## config.mk

```make
export PLATFORM = sky130hd
export DESIGN_NAME = ctl_port
export DESIGN_NICKNAME = d
export VERILOG_FILES = /design/src/rtl/ctl_pkg.sv /design/src/rtl/ctl_sync.sv /design/src/rtl/ctl_regbank.sv /design/src/rtl/ctl_engine.sv /design/src/rtl/ctl_port.sv
export SDC_FILE = /design/constraint.sdc
export NUM_CORES = 1
export LEC_CHECK = 0
export ABC_AREA = 1
export BUFFER_PORTS_ARGS = -buffer_cell sky130_fd_sc_hd__buf_2
export CORE_AREA = 2 2 144 132
export DETAILED_ROUTE_END_ITERATION = 7
export DIE_AREA = 0 0 146 134
export PLACE_DENSITY_LB_ADDON = 0.2
export SLEW_MARGIN = 20
export SYNTH_ARGS = -nofsm -noshare
export SYNTH_HDL_FRONTEND = slang
export SYNTH_SLANG_ARGS = --single-unit
```

## constraint.sdc

```tcl
create_clock -name clk -period 3.5 [get_ports clk]
set_input_delay 0 -clock clk [delete_from_list [all_inputs] [get_ports clk]]
set_output_delay 0 -clock clk [all_outputs]
set_load 0.02 [all_outputs]
```

## src/rtl/ctl_pkg.sv

```systemverilog
`timescale 1ns/1ps
package ctl_pkg;
    localparam int BYTE_W = 8;
    localparam int PTR_W  = BYTE_W - 1;

    typedef enum logic [2:0] {ST_IDLE, ST_RX, ST_ACK, ST_TX, ST_RACK, ST_SKIP} st_e;
    typedef enum logic [1:0] {K_ADDR, K_MAP, K_DATA} kind_e;

    typedef struct packed {
        st_e               st;
        kind_e             kind;
        logic [BYTE_W-1:0] sh;
        logic [3:0]        cnt;
        logic              rw;
        logic              mack;
        logic [PTR_W-1:0]  ptr;
        logic              incr;
        logic              oe;
        logic              scl_p;
        logic              sda_p;
    } eng_s;

    typedef struct packed {
        logic ad_p;
        logic spi;
    } mode_s;
endpackage

```

## src/rtl/ctl_sync.sv

```systemverilog
`timescale 1ns/1ps
module ctl_sync #(
    parameter int             W       = 3,
    parameter int             STAGES  = 2,
    parameter logic [W-1:0]   RST_VAL = '0
) (
    input  logic         clk,
    input  logic         rst_n,
    input  logic [W-1:0] d,
    output logic [W-1:0] q
);
    logic [STAGES-1:0][W-1:0] st_d, st_q;

    always_comb begin
        st_d = {st_q[STAGES-2:0], d};
    end

    always_ff @(posedge clk or negedge rst_n) begin
        if (!rst_n) st_q <= {STAGES{RST_VAL}};
        else        st_q <= st_d;
    end

    assign q = st_q[STAGES-1];
endmodule

```

## src/rtl/ctl_regbank.sv

```systemverilog
`timescale 1ns/1ps
module ctl_regbank #(
    parameter int NREG = 16,
    parameter int DW   = 8,
    parameter int IW   = 7
) (
    input  logic               clk,
    input  logic               rst_n,
    input  logic               we,
    input  logic [IW-1:0]      idx,
    input  logic [DW-1:0]      wdata,
    output logic [DW-1:0]      rdata,
    output logic [NREG*DW-1:0] flat
);
    logic [NREG-1:0][DW-1:0] mem_d, mem_q;

    always_comb begin
        mem_d = mem_q;
        rdata = '0;
        for (int i = 0; i < NREG; i++) begin
            if (we && idx == IW'(i)) mem_d[i] = wdata;
            if (idx == IW'(i))       rdata    = mem_q[i];
        end
    end

    always_ff @(posedge clk or negedge rst_n) begin
        if (!rst_n) mem_q <= '0;
        else        mem_q <= mem_d;
    end

    assign flat = mem_q;
endmodule

```

## src/rtl/ctl_engine.sv

```systemverilog
`timescale 1ns/1ps
module ctl_engine
    import ctl_pkg::*;
#(
    parameter int         NREG    = 16,
    parameter logic [5:0] ADDR_HI = 6'b001100
) (
    input  logic              clk,
    input  logic              rst_n,
    input  logic              scl_s,
    input  logic              sda_s,
    input  logic              ad_s,
    input  logic              spi,
    input  logic [BYTE_W-1:0] rdata,
    output logic              oe,
    output logic              we,
    output logic [PTR_W-1:0]  idx,
    output logic [BYTE_W-1:0] wdata
);
    eng_s r_d, r_q;
    logic rise, fall, start, stop;
    logic [PTR_W-1:0] ptr_nx;

    always_comb begin
        r_d      = r_q;
        we       = 1'b0;
        r_d.scl_p = scl_s;
        r_d.sda_p = sda_s;
        rise  = scl_s & ~r_q.scl_p;
        fall  = ~scl_s & r_q.scl_p;
        start = scl_s & r_q.scl_p & r_q.sda_p & ~sda_s;
        stop  = scl_s & r_q.scl_p & ~r_q.sda_p & sda_s;
        ptr_nx = (r_q.ptr >= PTR_W'(NREG - 1)) ? '0 : r_q.ptr + PTR_W'(1);

        if (spi) begin
            r_d.st = ST_IDLE;
            r_d.oe = 1'b0;
        end else if (start) begin
            r_d.st   = ST_RX;
            r_d.kind = K_ADDR;
            r_d.cnt  = '0;
            r_d.oe   = 1'b0;
        end else if (stop) begin
            r_d.st = ST_IDLE;
            r_d.oe = 1'b0;
        end else begin
            case (r_q.st)
                ST_RX: begin
                    if (rise && r_q.cnt < 4'd8) begin
                        r_d.sh  = {r_q.sh[BYTE_W-2:0], sda_s};
                        r_d.cnt = r_q.cnt + 4'd1;
                    end else if (fall && r_q.cnt == 4'd8) begin
                        r_d.st = ST_ACK;
                        r_d.oe = 1'b1;
                        case (r_q.kind)
                            K_ADDR: begin
                                if (r_q.sh[BYTE_W-1:1] == {ADDR_HI, ad_s}) begin
                                    r_d.rw = r_q.sh[0];
                                end else begin
                                    r_d.st = ST_SKIP;
                                    r_d.oe = 1'b0;
                                end
                            end
                            K_MAP: begin
                                r_d.incr = r_q.sh[BYTE_W-1];
                                r_d.ptr  = r_q.sh[PTR_W-1:0];
                            end
                            default: begin
                                we = 1'b1;
                                if (r_q.incr) r_d.ptr = ptr_nx;
                            end
                        endcase
                    end
                end
                ST_ACK: begin
                    if (fall) begin
                        r_d.oe  = 1'b0;
                        r_d.cnt = '0;
                        if (r_q.kind == K_ADDR && r_q.rw) begin
                            r_d.st   = ST_TX;
                            r_d.kind = K_DATA;
                            r_d.sh   = rdata;
                            r_d.oe   = ~rdata[BYTE_W-1];
                        end else begin
                            r_d.st   = ST_RX;
                            r_d.kind = (r_q.kind == K_ADDR) ? K_MAP : K_DATA;
                        end
                    end
                end
                ST_TX: begin
                    if (fall) begin
                        if (r_q.cnt == 4'd7) begin
                            r_d.st = ST_RACK;
                            r_d.oe = 1'b0;
                            if (r_q.incr) r_d.ptr = ptr_nx;
                        end else begin
                            r_d.sh  = {r_q.sh[BYTE_W-2:0], 1'b0};
                            r_d.oe  = ~r_q.sh[BYTE_W-2];
                            r_d.cnt = r_q.cnt + 4'd1;
                        end
                    end
                end
                ST_RACK: begin
                    if (rise) begin
                        r_d.mack = sda_s;
                    end else if (fall) begin
                        if (!r_q.mack) begin
                            r_d.st  = ST_TX;
                            r_d.sh  = rdata;
                            r_d.oe  = ~rdata[BYTE_W-1];
                            r_d.cnt = '0;
                        end else begin
                            r_d.st = ST_SKIP;
                        end
                    end
                end
                default: ;
            endcase
        end
    end

    always_ff @(posedge clk or negedge rst_n) begin
        if (!rst_n) begin
            r_q       <= '0;
            r_q.scl_p <= 1'b1;
            r_q.sda_p <= 1'b1;
        end else begin
            r_q <= r_d;
        end
    end

    assign oe    = r_q.oe;
    assign idx   = r_q.ptr;
    assign wdata = r_q.sh;
endmodule

```

## src/rtl/ctl_port.sv

```systemverilog
`timescale 1ns/1ps
module ctl_port
    import ctl_pkg::*;
#(
    parameter int         NREG        = 16,
    parameter int         SYNC_STAGES = 2,
    parameter logic [5:0] ADDR_HI     = 6'b001100
) (
    input  logic                   clk,
    input  logic                   rst_n,
    input  logic                   scl_i,
    input  logic                   sda_i,
    input  logic                   ad_cs_i,
    output logic                   sda_oe_o,
    output logic                   spi_mode_o,
    output logic [NREG*BYTE_W-1:0] reg_flat_o
);
    logic [2:0] syn;
    logic scl_s, sda_s, ad_s;
    logic we;
    logic [PTR_W-1:0] idx;
    logic [BYTE_W-1:0] wdata, rdata;
    mode_s mode_d, mode_q;

    // bit 0 clock, bit 1 data (idle high), bit 2 address pin (low so no false edge)
    ctl_sync #(.W(3), .STAGES(SYNC_STAGES), .RST_VAL(3'b011)) u_sync (
        .clk(clk), .rst_n(rst_n), .d({ad_cs_i, sda_i, scl_i}), .q(syn)
    );
    assign scl_s = syn[0];
    assign sda_s = syn[1];
    assign ad_s  = syn[2];

    always_comb begin
        mode_d      = mode_q;
        mode_d.ad_p = ad_s;
        mode_d.spi  = mode_q.spi | (mode_q.ad_p & ~ad_s);
    end

    always_ff @(posedge clk or negedge rst_n) begin
        if (!rst_n) mode_q <= '0;
        else        mode_q <= mode_d;
    end

    ctl_engine #(.NREG(NREG), .ADDR_HI(ADDR_HI)) u_eng (
        .clk(clk), .rst_n(rst_n), .scl_s(scl_s), .sda_s(sda_s), .ad_s(ad_s),
        .spi(mode_q.spi), .rdata(rdata), .oe(sda_oe_o), .we(we), .idx(idx), .wdata(wdata)
    );

    ctl_regbank #(.NREG(NREG), .DW(BYTE_W), .IW(PTR_W)) u_bank (
        .clk(clk), .rst_n(rst_n), .we(we), .idx(idx), .wdata(wdata),
        .rdata(rdata), .flat(reg_flat_o)
    );

    assign spi_mode_o = mode_q.spi;
endmodule

```

==> results of run 1 <==
-- worst reg2reg max path: stages, from the launching register on --
cell      delay [ns]
dfrtp_1         0.37
ha_1            0.19
inv_1           0.14
nor3_4          0.48
inv_2           0.14
o211ai_1        0.15
nand3_1         0.13
nand2_1         0.08
a21oi_1         0.07
o21ai_0         0.25
nand3_1         0.17
nand3_1         0.12
nand4_1         0.09
nand2_1         0.08
nand2_1         0.06
nand2_1         0.06
a21boi_1        0.05
-- cells by family after synthesis --
kind of cell               Yosys count  synth area share (%)
DFF                                166                  52.1
buffers and inverters              118                  5.71
adders and majority gates            6                 0.939
xor gates and xnor gates             2                 0.219
AOI/OAI and AO/OA                  259                  17.4
and+or+nand+nor                    447                  23.7
-- cells in the mapped netlist (all sizes together) --
master     n
o211ai    10
inv       79
nor2      71
nor4       5
nand2    300
a21boi     5
dfrtp    160
o21ai    149
dfstp      6
xnor2      1
buf        6
a211oi     4
o41ai      1
o22ai      4
clkbuf    32
a22oi      4
xor2       1
o2111ai    1
nand4      6
a21o       2
a31oi      4
o21a       2
a2bb2oi    1
nand3     46
clkinv     1
nor3      10
or2        9
ha         6
a221oi     1
a21oi     71
-- report_power, final --
| part | internal, W | switching, W | leakage, nW |
|---|---|---|---|
| clock network | 0.00109 | 0.000756 | 0.275 |
| registers | 0.00200 | 0.0000858 | 2.27 |
| logic | 0.000308 | 0.000940 | 2.27 |
-- cell type report --
type,count,area [sq um]
fill,1794,8570
sequential,166,4160
multi-input combinational,714,3380
timing repair buffer,151,827
clock buffer,24,472
tap,245,307
inverter,80,300
clock inverter,8,98.8
-- worst paths after layout --
kind                                start          endpoint  slack (ns)  cells after the start
max                          u_eng.idx[1]    u_eng.wdata[2]        0.76                     16
min                                 rst_n   u_bank.flat[21]        0.14                      2
max reg2reg                  u_eng.idx[1]    u_eng.wdata[2]        0.76                     16
min reg2reg                u_sync.st_d[5]       u_sync.q[2]        0.35                      0
max in group asynchronous           rst_n  u_bank.flat[113]        2.40                      3
min in group clk                    sda_i    u_sync.st_d[4]        0.21                      2
-- stage by stage --
step	hold slack (ns)	instance area, sq um	worst slack [ns]	power, W
after floorplan	-0.296	7990	1.41	0.00287
final	0.143	9540	0.756	0.00518
after global routing	0.196	9540	0.446	0.00545
after global placement	0.0570	8930	0.790	0.00335
after CTS	0.183	9540	0.757	0.00521
after detailed placement	0.0578	8930	0.823	0.00336
-- registers in the layout, indices dropped and copies added (netlist names) --
register and count:
u_sync.st_d 3, u_eng.idx 7, mode_q 1, u_bank.flat 128
u_eng.wdata 8, u_sync.q 3, u_eng.r_q 14, u_eng.oe 1
spi_mode_o 1
-- repair_timing --
action | in CTS | in global routing
endpoints found under the hold margin | 73 | 0
setup endpoints to repair | 0 | 0
hold buffers | 4 | 0
-- routing by layer --
metal	wire length (um)	vias up	GRT usage, %
met5	0	-	0
met4	310	0	6.31
met3	1360	24	4.66
met2	10400	236	37.0
met1	11100	3432	35.5
li1	-	3566	-
==> impl_metrics.csv, run 1 <==
group,metric,value,unit
clocking,htree_levels,4,
setup_path,cp.arrival,3.06,ns
drt,drt_pass1_iterations,4,
drt,ant_nets,0,
finish,final_cell_mix,"nand2_1 (298), dfrtp_1 (160), o21ai_0 (146)",
floorplanning,core_area,18100,sq um
setup_path,path_cells,"ha_1 > inv_1 > nor3_4 > inv_2 > o211ai_1 > nand3_1 > nand2_1 > a21oi_1 > o21ai_0 > nand3_1 > nand3_1 > nand4_1 > nand2_1 > nand2_1 > nand2_1 > a21boi_1",
timing,fin_skew,0.0100,ns
synthesis,synth_cell_types,42,
run_status,status,"finished clean",
global_route,grt_pass1_vias,6682,
floorplanning,start_util,44.1,%
synthesis,yosysWarnings,0,
global_route,gr-total-overflow,0,
timing,finalSetupViolCount,0,
timing,slew_headroom,41.0,%
synthesis,netlist_instances,998,
setup_path,cpMaxStageDelayCell,"nor3_4",
placement,hpwl,15900,um
drt,wire_per_inst,16.7,um
setup_path,worst-path-buf-inv,2,
synthesis,syn-cell-area,7990,sq um
clocking,root_buffer,"clkbuf_16",
timing,slew_viol_final,0,
timing,min_period,2.74,ns
global_route,grt_max_degree,97,
drt,drc,0,
setup_path,cp_top_family,"simple AND/OR/NAND/NOR gates",
finish,nets,1141,
clocking,clk_pin_slew_worst_paths,0.06,ns
timing,tns,0,ns
synthesis,syn_avg_cell_area,8.01,sq um
drt,wl,23100,um
finish,final_common_cell,"nand2_1",
synthesis,ys_top_cells_by_area,"dfrtp_1 (50%), nand2_1 (14%), o21ai_0 (9.1%), a21oi_1 (4.4%), inv_1 (3.3%)",
clocking,insertion_delay,0.43,ns
pwr,vdd_drop_max,0.349,mV
setup_path,critPathMostFrequentCell,"nand2_1",
synthesis,yosys.area.top_type,"dfrtp_1",
finish,drive_above_1_share,18.5,%
clocking,post-cts-setup-buffers,0,
pwr,powerDensity,543,nW/um^2
timing,grt_setup_unrepaired,"no",
floorplanning,die_y,134,um
timing,fmax,364,MHz
synthesis,netlist.area_leader.share,50.1,%
finish,antenna_cells,0,
floorplanning,die_w,146,um
run,drv_cap,0,
placement,place_congestion,0.896,
timing,tightest_slew,0.884,ns
global_route,grt_pass1_wl,37000,um
placement,port_buffers,134,
drt,routed-via-count,7258,
clocking,cts_buffer_depth,2,
synthesis,yosysSeqAreaShare,52.1,%
timing,finalHoldViolCount,0,
hold_path,hold_class,"in2async",
clocking,clkSinkCount,166,
finish,area_growth_syn_to_layout,19.4,%
setup_path,critical_path.max_stage_delay,0.48,ns
floorplanning,ioPinCount,135,
floorplanning,dieArea,19600,sq um
setup_path,end_kind,"flip-flop",
timing,min_period_over_period,78.4,%
clocking,cts_tree,"done",
drt,vias_per_cell,5.23,
clocking,ctsResizeCount,0,
setup_path,start_kind,"flip-flop",
pwr,power.leakage,4.81,nW
setup_path,required,3.81,ns
setup_path,cp_max_fo,12,
finish,final_cells,1388,
setup_path,crit_type,"reg2reg",
drt,drt_iter0_drc,433,
floorplanning,num_rows,47,
clocking,cts_buffers,17,
finish,final_core_util,52.7,%
synthesis,synth_fp_nets,1009,
synthesis,synth-seq-cells,166,
placement,dp.cells,1352,
global_route,antenna_found_initial,0,
global_route,grt.total_usage,24.2,%
(Power assumes the default switching activity.)
==> inputs of run 2 (changes only) <==
clock period = 2.7 ns   (was 3.5 ns; I/O delays follow)
==> run 2 against run 1 <==
Compared with the run above:
- total power is 29% higher
- critical endpoint unchanged
- count of clock-buffer cells in the layout is 2 lower
- largest cell class unchanged
- die area stayed put
- sequential power is 30% higher
- first-iteration DRC count is 33% higher
==> impl_metrics.csv, run 2 (synthesis results as in run 1) <==
group,metric,value,unit
drt,ant_nets,0,
setup_path,end_kind,"flip-flop",
clocking,cts_buffer_depth,2,
run_status,status,"finished clean",
timing,min_period_over_period,93.3,%
placement,hpwl,16200,um
drt,met3WireLength,1420,um
timing,finalSetupViolCount,0,
finish,antenna_cells,0,
drt,drc,0,
floorplanning,ioPinCount,135,
timing,slew_headroom,43.7,%
global_route,grt.total_usage,24.4,%
run,drv_cap,0,
pwr,switching_share,35.0,%
floorplanning,dieArea,19600,sq um
clocking,cts_tree,"done",
setup_path,worst-path-buf-inv,2,
finish,fill_cells,1772,
pwr,seq_power_share,40.5,%
finish,drive_above_1_share,20.4,%
finish,final_cells,1408,
drt,drt_pass1_iterations,5,
finish,final_core_util,53.4,%
floorplanning,num_rows,47,
drt,drt_iter0_drc,575,
setup_path,cp_top_family,"simple AND/OR/NAND/NOR gates",
global_route,grt_pass1_vias,6793,
finish,final_cell_mix,"nand2_1 (297), dfrtp_1 (160), o21ai_0 (145)",
pwr,internal_power,0.00435,W
setup_path,start_kind,"flip-flop",
clocking,clk_pin_slew_worst_paths,0.06,ns
global_route,antenna_found_initial,0,
pwr,finalPower,0.00669,W
clocking,cts_buffers,17,
setup_path,path_cells,"inv_2 > ha_2 > nand2_1 > nor2_4 > buf_4 > nand2_1 > nand3_1 > o211ai_1 > nand3_1 > nand2_1 > a21oi_1 > o21ai_0 > nand3_1 > nand3_1 > nand4_1 > nand2_1 > nand2_1 > nand2_1 > a21boi_1",
setup_path,crit_type,"reg2reg",
drt,wl_met1,11200,um
placement,place_congestion,0.847,
hold_path,hold_class,"in2async",
timing,fmax,397,MHz
drt,highest_layer,"met4",
clocking,clkSinkCount,166,
global_route,gr-total-overflow,0,
placement,dp.cells,1363,
setup_path,required,3.05,ns
clocking,insertion_delay,0.43,ns
pwr,powerDensity,692,nW/um^2
finish,largest_register_ffs,128,
timing,tightest_slew,0.843,ns
finish,nets,1162,
clocking,root_buffer,"clkbuf_16",
setup_path,cpMaxStageDelayCell,"dfrtp_1",
timing,finalHoldViolCount,0,
placement,port_buffers,134,
pwr,clkPwrFrac,33.7,%
setup_path,critPathMostFrequentCell,"nand2_1",
pwr,p_comb_share,25.8,%
drt,wl_met2,10600,um
setup_path,critical_path.max_stage_delay,0.41,ns
timing,slew_viol_final,0,
setup_path,cp.arrival,2.87,ns
floorplanning,die_y,134,um
floorplanning,die_w,146,um
drt,wl,23600,um
floorplanning,start_util,44.1,%
drt,routed-via-count,7429,
setup_path,cp_max_fo,7,
pwr,vdd_drop_max,0.440,mV
floorplanning,core_area,18100,sq um
finish,area_growth_syn_to_layout,21.0,%
drt,wire_per_inst,16.8,um
timing,min_period,2.52,ns
finish,multi_input_area,3390,sq um
timing,fin_skew,0.00671,ns
timing,tns,0,ns
pwr,power.leakage,4.89,nW
global_route,grt_max_degree,71,
global_route,grt_pass1_wl,37500,um
pwr,power.net_switching,0.00234,W
drt,vias_per_cell,5.28,
finish,final_common_cell,"nand2_1",
clocking,htree_levels,4,
finish,seq_area,4160,sq um
-- run 2: metrics by stage --
step	hold slack (ns)	area (sq um)	setup WS, ns
floorplan	-0.296	7990	0.607
global placement	0.0714	9020	0.228
detailed placement	0.0791	9020	0.171
CTS	0.195	9580	0.163
global route	0.195	9670	-0.0237
finish	0.166	9670	0.180
-- run 2: layout make-up --
cell class                 count  share of cell area (%)
clock buffer                  22                    4.59
clock inverter                 9                   0.841
inverter                      80                    3.11
multi-input combinational    714                    35.1
sequential                   166                    43.0
tap                          245                    3.17
timing repair buffer         172                    10.2
-- run 2: timing repair --
action | CTS | global route
endpoints found under the setup margin | 0 | 9
hold endpoints to repair | 65 | 0
gates resized for setup | 0 | 8
setup buffers | 0 | 10
hold buffers | 4 | 0
-- run 2: path summary, 6_finish.rpt --
check / to / slack (ns) / depth (start not counted) / startpoint
max: u_eng.wdata[2] / 0.18 / 19 / u_eng.idx[1]
min: u_bank.flat[16] / 0.17 / 2 / rst_n
max reg2reg: u_eng.wdata[2] / 0.18 / 19 / u_eng.idx[1]
min reg2reg: u_sync.q[2] / 0.35 / 0 / u_sync.st_d[5]
max in group asynchronous: u_bank.flat[52] / 1.66 / 3 / rst_n
min in group clk: u_sync.st_d[4] / 0.21 / 2 / sda_i
-- run 2: power groups by stage --
stage	clock network [W]	logic, W	registers [W]
global placement	0	0.00159	0.00275
finish	0.00225	0.00173	0.00271
floorplan	0	0.00101	0.00272
detailed placement	0	0.00162	0.00275
CTS	0.00228	0.00163	0.00270
global route	0.00240	0.00190	0.00272
-- run 2: per-layer routing --
metal / global-route usage, % / vias up
li1: - / 3611
met1: 35.8 / 3529
met2: 37.0 / 260
met3: 4.86 / 29
met4: 7.07 / 0
met5: 0 / -
